`src/rtl/mesiPkg.sv`:
```
package mesiPkg;

  typedef enum logic [1:0] {
    ST_I = 2'd0,
    ST_S = 2'd1,
    ST_E = 2'd2,
    ST_M = 2'd3
  } lineState_t;

  typedef enum logic [2:0] {
    CMD_NONE = 3'd0,
    CMD_RD   = 3'd1,
    CMD_RDX  = 3'd2,
    CMD_UPGR = 3'd3,
    CMD_WB   = 3'd4
  } busCmd_t;

  typedef enum logic [1:0] {
    DSEL_HOLD = 2'd0,
    DSEL_CPU  = 2'd1,
    DSEL_BUS  = 2'd2
  } dataSel_t;

  typedef enum logic [1:0] {
    FSM_IDLE  = 2'd0,
    FSM_EVICT = 2'd1,
    FSM_MISS  = 2'd2
  } ctrlState_t;

  // strobes from control to the line store
  typedef struct packed {
    logic       cpuWr;
    lineState_t cpuState;
    logic       tagLoad;
    dataSel_t   dataSel;
    logic       snpWr;
    lineState_t snpState;
  } lineStrobe_t;

endpackage

```
`src/rtl/mesiLineStore.sv`:
```
module mesiLineStore
  import mesiPkg::*;
#(
  parameter int LINES  = 8,
  parameter int IDX_W  = 3,
  parameter int TAG_W  = 3,
  parameter int DATA_W = 8
) (
  input  logic              clk,
  input  logic              rstN,
  input  logic [IDX_W-1:0]  cpuIdx,
  input  logic [TAG_W-1:0]  cpuTag,
  input  logic [DATA_W-1:0] cpuWdata,
  input  logic [DATA_W-1:0] busDataIn,
  input  logic [IDX_W-1:0]  snpIdx,
  input  logic [TAG_W-1:0]  snpTag,
  input  lineStrobe_t       strobe,
  output lineState_t        cpuLineState,
  output logic              cpuTagHit,
  output logic [TAG_W-1:0]  cpuLineTag,
  output logic [DATA_W-1:0] cpuLineData,
  output lineState_t        snpLineState,
  output logic [DATA_W-1:0] snpLineData
);

  lineState_t        stateQ [LINES];
  logic [TAG_W-1:0]  tagQ   [LINES];
  logic [DATA_W-1:0] dataQ  [LINES];
  logic [LINES-1:0]  cpuSel;
  logic [LINES-1:0]  snpSel;

  for (genvar i = 0; i < LINES; i++) begin : gSel
    assign cpuSel[i] = strobe.cpuWr && (cpuIdx == IDX_W'(i));
    assign snpSel[i] = strobe.snpWr && (snpIdx == IDX_W'(i));
  end

  always_ff @(posedge clk or negedge rstN) begin
    if (!rstN) begin
      for (int i = 0; i < LINES; i++) begin
        stateQ[i] <= ST_I;
        tagQ[i]   <= '0;
        dataQ[i]  <= '0;
      end
    end else begin
      for (int i = 0; i < LINES; i++) begin
        if (snpSel[i]) begin
          stateQ[i] <= strobe.snpState;
        end else if (cpuSel[i]) begin
          stateQ[i] <= strobe.cpuState;
        end
        if (cpuSel[i] && strobe.tagLoad) begin
          tagQ[i] <= cpuTag;
        end
        if (cpuSel[i]) begin
          case (strobe.dataSel)
            DSEL_CPU: dataQ[i] <= cpuWdata;
            DSEL_BUS: dataQ[i] <= busDataIn;
            default:  dataQ[i] <= dataQ[i];
          endcase
        end
      end
    end
  end

  assign cpuLineState = stateQ[cpuIdx];
  assign cpuLineTag   = tagQ[cpuIdx];
  assign cpuTagHit    = (tagQ[cpuIdx] == cpuTag);
  assign cpuLineData  = dataQ[cpuIdx];
  assign snpLineState = (tagQ[snpIdx] == snpTag) ? stateQ[snpIdx] : ST_I;
  assign snpLineData  = dataQ[snpIdx];

  AST_NO_DUAL_WRITE: assert property (@(posedge clk) disable iff (!rstN)
    !(|(cpuSel & snpSel)));

endmodule

```
`src/rtl/mesiCtrl.sv`:
```
module mesiCtrl
  import mesiPkg::*;
#(
  parameter bit C2C_EN = 1'b1
) (
  input  logic        clk,
  input  logic        rstN,
  input  logic        cpuValid,
  input  logic        cpuWrite,
  input  lineState_t  cpuLineState,
  input  logic        cpuTagHit,
  input  logic        busGnt,
  input  logic        busSharedIn,
  input  logic        snpValid,
  input  logic [2:0]  snpCmd,
  input  logic        snpSameIdx,
  input  logic        snpSupplySel,
  input  lineState_t  snpLineState,
  output lineStrobe_t strobe,
  output logic        cpuReady,
  output logic        busReq,
  output busCmd_t     busCmd,
  output logic        useVictimAddr,
  output logic        snpShared,
  output logic        snpFlush
);

  ctrlState_t fsmQ, fsmD;
  logic hitValid, snpBlock, snpHit, silentHit;

  assign hitValid  = cpuTagHit && (cpuLineState != ST_I);
  assign silentHit = hitValid &&
                     (!cpuWrite || cpuLineState == ST_E || cpuLineState == ST_M);
  assign snpBlock  = snpValid && snpSameIdx;
  assign snpHit    = (snpLineState != ST_I);

  // processor side
  always_comb begin
    fsmD          = fsmQ;
    cpuReady      = 1'b0;
    busReq        = 1'b0;
    busCmd        = CMD_NONE;
    useVictimAddr = 1'b0;
    strobe.cpuWr    = 1'b0;
    strobe.cpuState = ST_I;
    strobe.tagLoad  = 1'b0;
    strobe.dataSel  = DSEL_HOLD;
    case (fsmQ)
      FSM_IDLE: begin
        if (cpuValid) begin
          if (silentHit) begin
            if (!snpBlock) begin
              cpuReady = 1'b1;
              if (cpuWrite) begin
                strobe.cpuWr    = 1'b1;
                strobe.cpuState = ST_M;
                strobe.dataSel  = DSEL_CPU;
              end
            end
          end else if (!cpuTagHit && cpuLineState == ST_M) begin
            fsmD = FSM_EVICT;
          end else begin
            fsmD = FSM_MISS;
          end
        end
      end
      FSM_EVICT: begin
        if (!cpuTagHit && cpuLineState == ST_M) begin
          busReq        = 1'b1;
          busCmd        = CMD_WB;
          useVictimAddr = 1'b1;
          if (busGnt) begin
            strobe.cpuWr    = 1'b1;
            strobe.cpuState = ST_I;
            fsmD            = FSM_MISS;
          end
        end else begin
          fsmD = FSM_MISS;
        end
      end
      FSM_MISS: begin
        busReq = 1'b1;
        if (!cpuWrite)                           busCmd = CMD_RD;
        else if (hitValid && cpuLineState == ST_S) busCmd = CMD_UPGR;
        else                                     busCmd = CMD_RDX;
        if (busGnt) begin
          cpuReady        = 1'b1;
          strobe.cpuWr    = 1'b1;
          strobe.tagLoad  = 1'b1;
          strobe.dataSel  = cpuWrite ? DSEL_CPU : DSEL_BUS;
          strobe.cpuState = cpuWrite ? ST_M : (busSharedIn ? ST_S : ST_E);
          fsmD            = FSM_IDLE;
        end
      end
      default: fsmD = FSM_IDLE;
    endcase
  end

  // snoop side
  always_comb begin
    snpShared       = 1'b0;
    snpFlush        = 1'b0;
    strobe.snpWr    = 1'b0;
    strobe.snpState = ST_I;
    if (snpValid && snpHit) begin
      case (snpCmd)
        CMD_RD: begin
          snpShared       = 1'b1;
          snpFlush        = (snpLineState == ST_M) ||
                            (C2C_EN && snpSupplySel);
          strobe.snpWr    = 1'b1;
          strobe.snpState = ST_S;
        end
        CMD_RDX: begin
          snpFlush        = (snpLineState == ST_M);
          strobe.snpWr    = 1'b1;
          strobe.snpState = ST_I;
        end
        CMD_UPGR: begin
          strobe.snpWr    = 1'b1;
          strobe.snpState = ST_I;
        end
        default: ;
      endcase
    end
  end

  always_ff @(posedge clk or negedge rstN) begin
    if (!rstN) fsmQ <= FSM_IDLE;
    else       fsmQ <= fsmD;
  end

  AST_REQ_HELD: assert property (@(posedge clk) disable iff (!rstN)
    (busReq && !busGnt && fsmQ == FSM_MISS && cpuValid) |=> busReq);
  AST_READY_WITH_VALID: assert property (@(posedge clk) disable iff (!rstN)
    cpuReady |-> cpuValid);
  AST_ONE_BUS_OWNER: assert property (@(posedge clk) disable iff (!rstN)
    !(busGnt && snpValid));
  AST_FLUSH_NEEDS_COPY: assert property (@(posedge clk) disable iff (!rstN)
    snpFlush |-> (snpValid && snpLineState != ST_I));
  AST_SHARED_ON_READ: assert property (@(posedge clk) disable iff (!rstN)
    snpShared |-> (snpValid && snpCmd == CMD_RD));
  AST_WB_THEN_MISS: assert property (@(posedge clk) disable iff (!rstN)
    (busReq && busGnt && busCmd == CMD_WB) |=> (fsmQ == FSM_MISS));

endmodule

```
`src/rtl/mesiSnoopCtrl.sv`:
```
module mesiSnoopCtrl
  import mesiPkg::*;
#(
  parameter int ADDR_W = 6,
  parameter int DATA_W = 8,
  parameter int LINES  = 8,
  parameter bit C2C_EN = 1'b1
) (
  input  logic              clk,
  input  logic              rstN,
  input  logic              cpuValid,
  input  logic              cpuWrite,
  input  logic [ADDR_W-1:0] cpuAddr,
  input  logic [DATA_W-1:0] cpuWdata,
  output logic              cpuReady,
  output logic [DATA_W-1:0] cpuRdata,
  output logic              busReq,
  input  logic              busGnt,
  output logic [2:0]        busCmd,
  output logic [ADDR_W-1:0] busAddr,
  output logic [DATA_W-1:0] busDataOut,
  input  logic              busSharedIn,
  input  logic [DATA_W-1:0] busDataIn,
  input  logic              snpValid,
  input  logic [2:0]        snpCmd,
  input  logic [ADDR_W-1:0] snpAddr,
  input  logic              snpSupplySel,
  output logic              snpShared,
  output logic              snpFlush,
  output logic [DATA_W-1:0] snpData
);

  localparam int IDX_W = $clog2(LINES);
  localparam int TAG_W = ADDR_W - IDX_W;

  lineStrobe_t       strobe;
  lineState_t        cpuLineState, snpLineState;
  logic              cpuTagHit, useVictimAddr;
  logic [TAG_W-1:0]  cpuLineTag;
  logic [DATA_W-1:0] cpuLineData;
  busCmd_t           cmd;

  wire [IDX_W-1:0] cpuIdx = cpuAddr[IDX_W-1:0];
  wire [TAG_W-1:0] cpuTag = cpuAddr[ADDR_W-1:IDX_W];
  wire [IDX_W-1:0] snpIdx = snpAddr[IDX_W-1:0];
  wire [TAG_W-1:0] snpTag = snpAddr[ADDR_W-1:IDX_W];

  mesiLineStore #(
    .LINES(LINES), .IDX_W(IDX_W), .TAG_W(TAG_W), .DATA_W(DATA_W)
  ) u_store (
    .clk(clk), .rstN(rstN),
    .cpuIdx(cpuIdx), .cpuTag(cpuTag), .cpuWdata(cpuWdata),
    .busDataIn(busDataIn), .snpIdx(snpIdx), .snpTag(snpTag),
    .strobe(strobe),
    .cpuLineState(cpuLineState), .cpuTagHit(cpuTagHit),
    .cpuLineTag(cpuLineTag), .cpuLineData(cpuLineData),
    .snpLineState(snpLineState), .snpLineData(snpData)
  );

  mesiCtrl #(.C2C_EN(C2C_EN)) u_ctrl (
    .clk(clk), .rstN(rstN),
    .cpuValid(cpuValid), .cpuWrite(cpuWrite),
    .cpuLineState(cpuLineState), .cpuTagHit(cpuTagHit),
    .busGnt(busGnt), .busSharedIn(busSharedIn),
    .snpValid(snpValid), .snpCmd(snpCmd),
    .snpSameIdx(snpIdx == cpuIdx), .snpSupplySel(snpSupplySel),
    .snpLineState(snpLineState),
    .strobe(strobe), .cpuReady(cpuReady), .busReq(busReq),
    .busCmd(cmd), .useVictimAddr(useVictimAddr),
    .snpShared(snpShared), .snpFlush(snpFlush)
  );

  assign busCmd     = cmd;
  assign busAddr    = useVictimAddr ? {cpuLineTag, cpuIdx} : cpuAddr;
  assign busDataOut = useVictimAddr ? cpuLineData : cpuWdata;
  assign cpuRdata   = (strobe.dataSel == DSEL_BUS) ? busDataIn : cpuLineData;

endmodule

```
`config.mk`:
```
export PLATFORM = sky130hd
export DESIGN_NAME = mesiSnoopCtrl
export DESIGN_NICKNAME = d
export VERILOG_FILES = /design/src/rtl/mesiPkg.sv /design/src/rtl/mesiLineStore.sv /design/src/rtl/mesiCtrl.sv /design/src/rtl/mesiSnoopCtrl.sv
export SDC_FILE = /design/constraint.sdc
export NUM_CORES = 1
export LEC_CHECK = 0
export BUFFER_PORTS_ARGS = -buffer_cell sky130_fd_sc_hd__buf_2
export CAP_MARGIN = 0
export CORE_MARGIN = 2
export CORE_UTILIZATION = 30
export CTS_CLUSTER_DIAMETER = 40
export DETAILED_ROUTE_END_ITERATION = 12
export PLACE_DENSITY = 0.5
export SYNTH_ARGS = -nofsm -noshare
export SYNTH_HDL_FRONTEND = slang
export SYNTH_HIERARCHICAL = 1
export SYNTH_SLANG_ARGS = --single-unit
```
`constraint.sdc`:
```
create_clock -name clk -period 9.1 [get_ports clk]
set_clock_uncertainty 0.2 [all_clocks]
set_input_delay 0.455 -clock clk [delete_from_list [all_inputs] [get_ports clk]]
set_output_delay 0.455 -clock clk [all_outputs]
set_load 0.03 [all_outputs]
```
==> results of run 1 <==
==> cell usage after synthesis (all sizes together), types with 4 or more instances <==
library cell  instances
clkbuf               11
a21oi                74
buf                  36
nor2                 84
mux2                 65
and2                  5
o21ai                14
inv                   7
xor2                  6
nand2                18
nor2b                 8
nand3                 6
nor3                 10
nand2b                5
dfrtp               106
nand4                 4
mux2i                37
mux4                 47
ha                    5
==> worst register-to-register path, cell delays in order, from the launching register on <==
cell and delay [ns]:
dfrtp_1 0.40, mux4_2 0.48, mux2_2 0.30, xor2_1 0.15, nor3_2 0.41, nand3_1 0.14, a221oi_2 0.25, a22oi_1 0.13
nor2_1 0.36, nor2b_1 0.30, and2_4 0.23, nor2b_1 1.03, nor2_1 0.11, a21oi_1 0.18
==> flip-flops by register name, summed over array words and instances (netlist names) <==
register	count
u_store/dataQ	64
u_store/tagQ	24
u_store/stateQ	16
u_ctrl/fsmQ	2
==> how the worst max path moves through the flow <==
stage | from | endpoint | cells past startpoint
after floorplan | cpuAddr[0] | u_store/dataQ[61] | 16
after global placement | cpuAddr[0] | u_store/dataQ[51] | 14
after detailed placement | cpuAddr[0] | u_store/dataQ[48] | 14
after CTS | cpuAddr[0] | u_store/dataQ[53] | 15
after global routing | cpuAddr[0] | u_store/dataQ[49] | 14
final | cpuAddr[0] | u_store/dataQ[53] | 15
==> stage by stage <==
| step | utilization [%] | total power, mW | setup slack, ns | hold slack [ns] |
|---|---|---|---|---|
| finish | 34.1 | 1.98 | 3.84 | -0.0175 |
| global route | 34.1 | 2.09 | 3.53 | 0.0393 |
| CTS | 34.1 | 1.98 | 3.90 | 0.0126 |
| detailed placement | 32.8 | 1.61 | 3.53 | 0.313 |
| global placement | 32.8 | 1.58 | 3.66 | 0.309 |
| floorplan | - | 1.39 | 5.17 | -0.0406 |
==> layer usage <==
metal | track usage [%] | part of all wire [%] | vias up
met2 | 22.9 | 46 | 137
met3 | 2.75 | 5.1 | 11
li1 | - | - | 2200
met1 | 23.0 | 48 | 2462
met4 | 4.76 | 1.2 | 0
met5 | 0 | 0 | -
==> area by class of cell <==
cell class	instances	area, um2	area share (%)
clock inverter	4	28.8	0.387
clock buffer	11	243	3.26
sequential	106	2650	35.7
tap	280	350	4.71
multi-input combinational	421	3730	50.1
inverter	7	26.3	0.353
timing repair buffer	79	408	5.49
==> kinds of logic after synthesis <==
| group | Yosys count | share of synthesized area (%) |
|---|---|---|
| simple gates | 160 | 12.9 |
| mux | 149 | 32.8 |
| buf+inv | 54 | 4.64 |
| fa+ha+maj | 6 | 1.08 |
| xor+xnor | 8 | 1.05 |
| compound gates | 97 | 7.86 |
| flops | 106 | 39.7 |
| other cells | 1 | 0.0561 |
==> power by group <==
| group | switching, mW | internal, mW | leakage (nW) |
|---|---|---|---|
| clock network | 0.179 | 0.192 | 0.128 |
| logic | 0.405 | 0.393 | 1.71 |
| registers | 0.148 | 0.659 | 1.38 |
| total | 0.732 | 1.24 | 3.22 |
==> reports/summary.log, run 1 <==
[sta] Setup-failing EPs final 0
[synthesis] share of the synthesized area in the top cell type 39.7%
[layout] n_diodes 0
[layout] area added between synthesis and finish 11.1%
[setup_path] source of the worst register-to-register timing path u_store/tagQ[0]
[clock_tree] clock root buffer clkbuf_16
[floorplan] Std-Cell Rows 54
[placement] post-place instance area 7160 um2
[placement] global placer's final weighted congestion 0.788
[route] total via count in the routed design 4810
[route] routed length per instance 20.2 um
[clock_tree] # clock sinks 106
[layout] most common cell after layout, fill and taps aside dfrtp_1
[route] final antenna-violating net count 0
[placement] count of input and output buffers 75
[setup_path] crit-path cells buf_2 -> buf_4 -> mux4_2 -> mux2_2 -> xor2_1 -> nor3_2 -> nand3_1 -> a221oi_2 -> a22oi_1 -> nor2_1 -> nor2b_1 -> and2_4 -> nor2b_1 -> nor2_1 -> a21oi_1
[clock_tree] CTS tree built
[setup_path] biggest fanout along the worst timing path 37
[synthesis] post-synthesis instance area 6690 um2
[global_route] total global routing overflow 0
[setup_path] required time worst endpoint 9.17 ns
[sta] Slew headroom 11.2%
[synthesis] proportion of synthesized chip area in sequential cells 39.7%
[layout] share of post-route cells with drive strength above 1 36.5%
[layout] number of nets in the layout 668
[clock_tree] TritonCTS Buffers 9
[global_route] wire length of the first global-routing pass 28300 um
[run_status] failing checks negative hold slack
[synthesis] number of enable flip-flop cells after synthesis 0
[clock_tree] number of buffers inserted for hold repair after clock tree synthesis 0
[synthesis] post-synthesis cell type with the largest combined area dfrtp_1
[sta] Achievable Freq 190 MHz
[floorplan] effective utilization at floorplan 30.7%
[run_status] status finished, violations left
[setup_path] Critical Path AT 5.33 ns
[setup_path] reg-to-reg setup timing slack 4.33 ns
[synthesis] number of distinct standard cells referenced by the synthesized netlist 55
[setup_path] nature of the critical path endpoint flop
[clock_tree] H-tree levels 3
[layout] summed area of non-filler cells in the final layout 7430 um2
[hold_path] worst min-delay path category in -> async
[floorplan] Die Area 23500 um2
[layout] highest-count cells in the layout ignoring fill and taps 106 x dfrtp_1, 81 x nor2_1, 74 x buf_2, 74 x a21oi_1, 56 x mux2_2
[synthesis] leading register cell type out of synthesis dfrtp_1
[setup_path] gate family responsible for the most delay along the worst path simple AND/OR/NAND/NOR gates
[sta] final hold slack -0.0175 ns
[setup_path] delay contributed by the slowest stage of the critical path 1.03 ns
[synthesis] number of synthesized register bits 106
[route] violation count after the first detailed-routing iteration 397
[setup_path] startpoint types primary input
[setup_path] Buf/Inv on CP 2
[setup_path] RR Endpoint u_store/dataQ[53]
[layout] Final Non-Filler Cells 908
[floorplan] number of ports placed on the die boundary 76
[synthesis] Syn Inst Count 581
[synthesis] count of warnings emitted by yosys 6
[sta] Worst-Margin Slew 1.33 ns
[global_route] initial antenna violation count 0
[clock_tree] number of cells upsized or downsized after cts 0
[route] post-detailed-routing wire length 18300 um
[power] worst ir drop on vdd 107 uV
[global_route] overall routing resource usage 15.5%
[synthesis] Post-Synthesis Net Count 625
[synthesis] synthesized area per cell 11.5 um2
[sta] unrepaired setup endpoints after global routing no
[clock_tree] buffer count from post-CTS setup fixing 0
[route] iteration count of the initial detailed-routing pass 4
[clock_tree] CTS clk-pin slew, worst paths 0.07 ns
[setup_path] slowest cell on the critical path nor2b_1
[setup_path] R2R depth 13
[sta] post-layout min period 5.26 ns
[power] leakage power total 3.22 nW
[synthesis] fraction of synthesis flops using an asynchronous set or reset pin 100%
[sta] count of pins over their slew limit 0
[global_route] vias in the first global route 4878
[sta] final worst-path cycle share 57.8%
[power] cell area power density 266 nW/um2
[floorplan] die extent in y 153 um
[placement] DP Cell Count 893
[floorplan] Die Span X 153 um
[route] vias per inst 5.30
[sta] total count of hold-check failures in the final report 19
[placement] hpwl dp 12600 um
[clock_tree] maximum buffer depth of the clock tree 2
[sta] summed negative setup slack over all endpoints 0 ns
[job] Max Cap Viol 0
[floorplan] area of the core 21800 um2
[setup_path] CP Class in -> reg
[synthesis] Synth area leaders dfrtp_1 40%, mux4_2 16%, mux2_2 9.4%
[layout] total of fill cells in the finished design 2176
[clock_tree] clock latency of the later-clocked register in the worst-skew pair 0.35 ns
[route] number of DRC violations after detailed routing 0
[global_route] maximum number of pins on one net before global-route repair 61
Power figures use the tool's default switching activity.
==> run 2, diff against run 1 <==
Settings changed: PLACE_DENSITY 0.5 to 0.51.
Clock period 9.1 ns to 4.4 ns, I/O delays scaled along.
==> run 2 against run 1 <==
Against the previous run: the flow now finishes without violations; non-clock buffer count increased by 29; register-to-register slack worse by 4.0 ns; die area unchanged; clock-buffer cell count grew 1; final cell count is 3.1% higher; routed wire length up 2.3%; sequential cell count did not move; clock power up 110%.
==> reports/summary.log, run 2 (synthesis gave the netlist of run 1 again) <==
[route] total via count in the routed design 4945 [+2.8%]
[route] iteration count of the initial detailed-routing pass 5 [+1]
[clock_tree] CTS clk-pin slew, worst paths 0.07 ns [about the same]
[route] post-detailed-routing wire length 18700 um [+2.3%]
[clock_tree] TritonCTS Buffers 9 [unchanged]
[setup_path] biggest fanout along the worst timing path 8 [-78%]
[setup_path] Critical Path AT 4.05 ns [-1.28 ns]
[global_route] initial antenna violation count 0 [unchanged]
[global_route] vias in the first global route 5089 [+4.3%]
[route] vias per inst 5.28 [-0.27%]
[route] final antenna-violating net count 0 [unchanged]
[power] Clock power frac 18.8% [about the same]
[global_route] overall routing resource usage 16.0% [+0.58 points]
[layout] final core occ 35.1% [+1.1 points]
[sta] summed negative setup slack over all endpoints 0 ns [unchanged]
[power] worst ir drop on vdd 200 uV [+87%]
[clock_tree] # clock sinks 106 [unchanged]
[layout] number of nets in the layout 697 [+4.3%]
[layout] biggest regs u_store/dataQ (64), u_store/tagQ (24), u_store/stateQ (16)
[sta] unrepaired setup endpoints after global routing no
[layout] highest-count cells in the layout ignoring fill and taps 106 x dfrtp_1, 80 x nor2_1, 74 x buf_2, 74 x a21oi_1, 56 x mux2_2
[sta] Slew headroom 32.6% [+21 points]
[clock_tree] CTS tree built
[setup_path] CP Class reg -> reg
[floorplan] effective utilization at floorplan 30.7% [unchanged]
[power] internal portion of total power 2.62 mW [+110%]
[power] relative contribution of combinational cells to total power 40.6% [+0.2 points]
[floorplan] Die Span X 153 um [unchanged]
[sta] Setup-failing EPs final 0 [unchanged]
[layout] most common cell after layout, fill and taps aside dfrtp_1
[sta] Achievable Freq 247 MHz
[setup_path] nature of the critical path endpoint flop
[global_route] total global routing overflow 0 [unchanged]
[run_status] status completed
[route] met3 routed WL 881 um [-6.1%]
[layout] n_diodes 0 [unchanged]
[sta] total count of hold-check failures in the final report 0 [-19]
[floorplan] Die Area 23500 um2 [unchanged]
[power] net switching component of the power 1.51 mW [+110%]
[sta] post-layout min period 4.05 ns
[sta] PnR worst setup slack 0.353 ns [-3.49 ns]
[sta] final worst-path cycle share 92.0%
[global_route] maximum number of pins on one net before global-route repair 79 [+30%]
[clock_tree] maximum buffer depth of the clock tree 2 [unchanged]
[route] highest metal layer with signal wires met4
[route] number of DRC violations after detailed routing 0 [unchanged]
[setup_path] required time worst endpoint 4.40 ns [-4.77 ns]
[power] portion of total power attributed to sequential cells 40.6% [-0.2 points]
[layout] share of post-route cells with drive strength above 1 39.0% [+2.6 points]
[placement] count of input and output buffers 75 [unchanged]
[layout] area added between synthesis and finish 14.7%
[placement] global placer's final weighted congestion 0.848 [+7.7%]
[floorplan] number of ports placed on the die boundary 76 [unchanged]
[clock_tree] clock root buffer clkbuf_16
[route] met2 wire len 8760 um [+4.9%]
[placement] hpwl dp 13400 um [+6.9%]
[floorplan] area of the core 21800 um2 [unchanged]
[floorplan] Std-Cell Rows 54 [unchanged]
[layout] number of flip-flops under the largest register name 64 [unchanged]
[route] violation count after the first detailed-routing iteration 410 [+3.3%]
[power] leakage power total 3.37 nW [+4.9%]
[route] routed length per instance 20.0 um [-0.74%]
[power] total power 4.13 mW [+110%]
[sta] Worst-Margin Slew 1.01 ns [-0.318 ns]
[sta] count of pins over their slew limit 0 [unchanged]
[setup_path] startpoint types flop
[clock_tree] clock latency of the later-clocked register in the worst-skew pair 0.35 ns [about the same]
[clock_tree] H-tree levels 3 [unchanged]
[job] Max Cap Viol 0 [unchanged]
[route] wire length on met1 8770 um [-0.47%]
[hold_path] worst min-delay path category in -> reg
[layout] largest register by flop count u_store/dataQ
[power] cell area power density 539 nW/um2 [+100%]
[power] switching portion of total power 36.5% [-0.50 points]
[floorplan] die extent in y 153 um [unchanged]
[placement] setup slack at placement 0.219 ns [-3.31 ns]
[global_route] wire length of the first global-routing pass 29400 um [+3.9%]
==> run 2: cell count changes in the layout (fill, tap and decap cells not counted), sizes merged <==
| cell | before | now |
|---|---|---|
| buf | 79 | 105 |
| clkbuf | 11 | 12 |
| clkinv | 2 | 1 |
| dlygate4sd3 | 0 | 3 |
| clkinvlp | 2 | 1 |
==> run 2: path summary, 6_finish.rpt <==
path                                    from                end  slack [ns]  cells past startpoint
max in group asynchronous               rstN  u_store/stateQ[4]        2.62                      3
min in group asynchronous               rstN  u_store/dataQ[11]        0.40                      2
max                          u_store/tagQ[0]  u_store/dataQ[28]        0.35                     12
min reg2reg                u_store/dataQ[37]  u_store/dataQ[37]        0.35                      2
min                                   busGnt     u_ctrl/fsmQ[1]        0.07                      3
max reg2reg                  u_store/tagQ[0]  u_store/dataQ[28]        0.35                     12
==> run 2: layer usage <==
metal  up-vias  global-route usage, %
met2       148                   24.9
li1       2260                      -
met5         -                      0
met4         0                   4.94
met3        34                   2.58
met1      2503                   23.0
==> run 2: cell type report <==
type	count	area, um2
repair buffers	108	633
well taps	280	350
multi-input cells	421	3730
fillers	2146	14200
clock buffers	12	267
flip-flops and latches	106	2650
clock inverters	2	12.5
inverters	7	26.3
==> run 2: repair_timing <==
item / 4_1_cts / 5_1_grt
hold buffers: 3 / 0
hold endpoints to repair: 78 / 0
setup endpoints to repair: 0 / 11
gates resized for setup: 0 / 1
setup buffers: 0 / 0
==> run 2: through the flow <==
stage          hold slack (ns)  cells  area, um2
2_1_floorplan           -0.276    581       6690
3_3_place_gp             0.250    919       7360
3_5_place_dp             0.254    919       7360
4_1_cts                 0.0582    936       7670
5_1_grt                 0.0913    936       7670
6_report                0.0662    936       7670
==> run 2: critical path: stages (launching register included) <==
cell	delay [ns]
dfrtp_1	0.42
mux4_2	0.47
mux2_2	0.29
xor2_1	0.15
nor3_2	0.40
nand3_1	0.15
a221oi_2	0.26
o21ai_1	0.13
inv_1	0.14
inv_1	0.05
ha_1	0.44
mux2i_1	0.63
a21oi_1	0.14
==> run 2: power by group through the flow <==
| stage | logic (mW) | clock network [mW] | registers [mW] |
|---|---|---|---|
| floorplan | 1.31 | 0 | 1.56 |
| global placement | 1.63 | 0 | 1.66 |
| detailed placement | 1.67 | 0 | 1.69 |
| CTS | 1.68 | 0.798 | 1.67 |
| global route | 1.82 | 0.836 | 1.73 |
| finish | 1.68 | 0.775 | 1.68 |
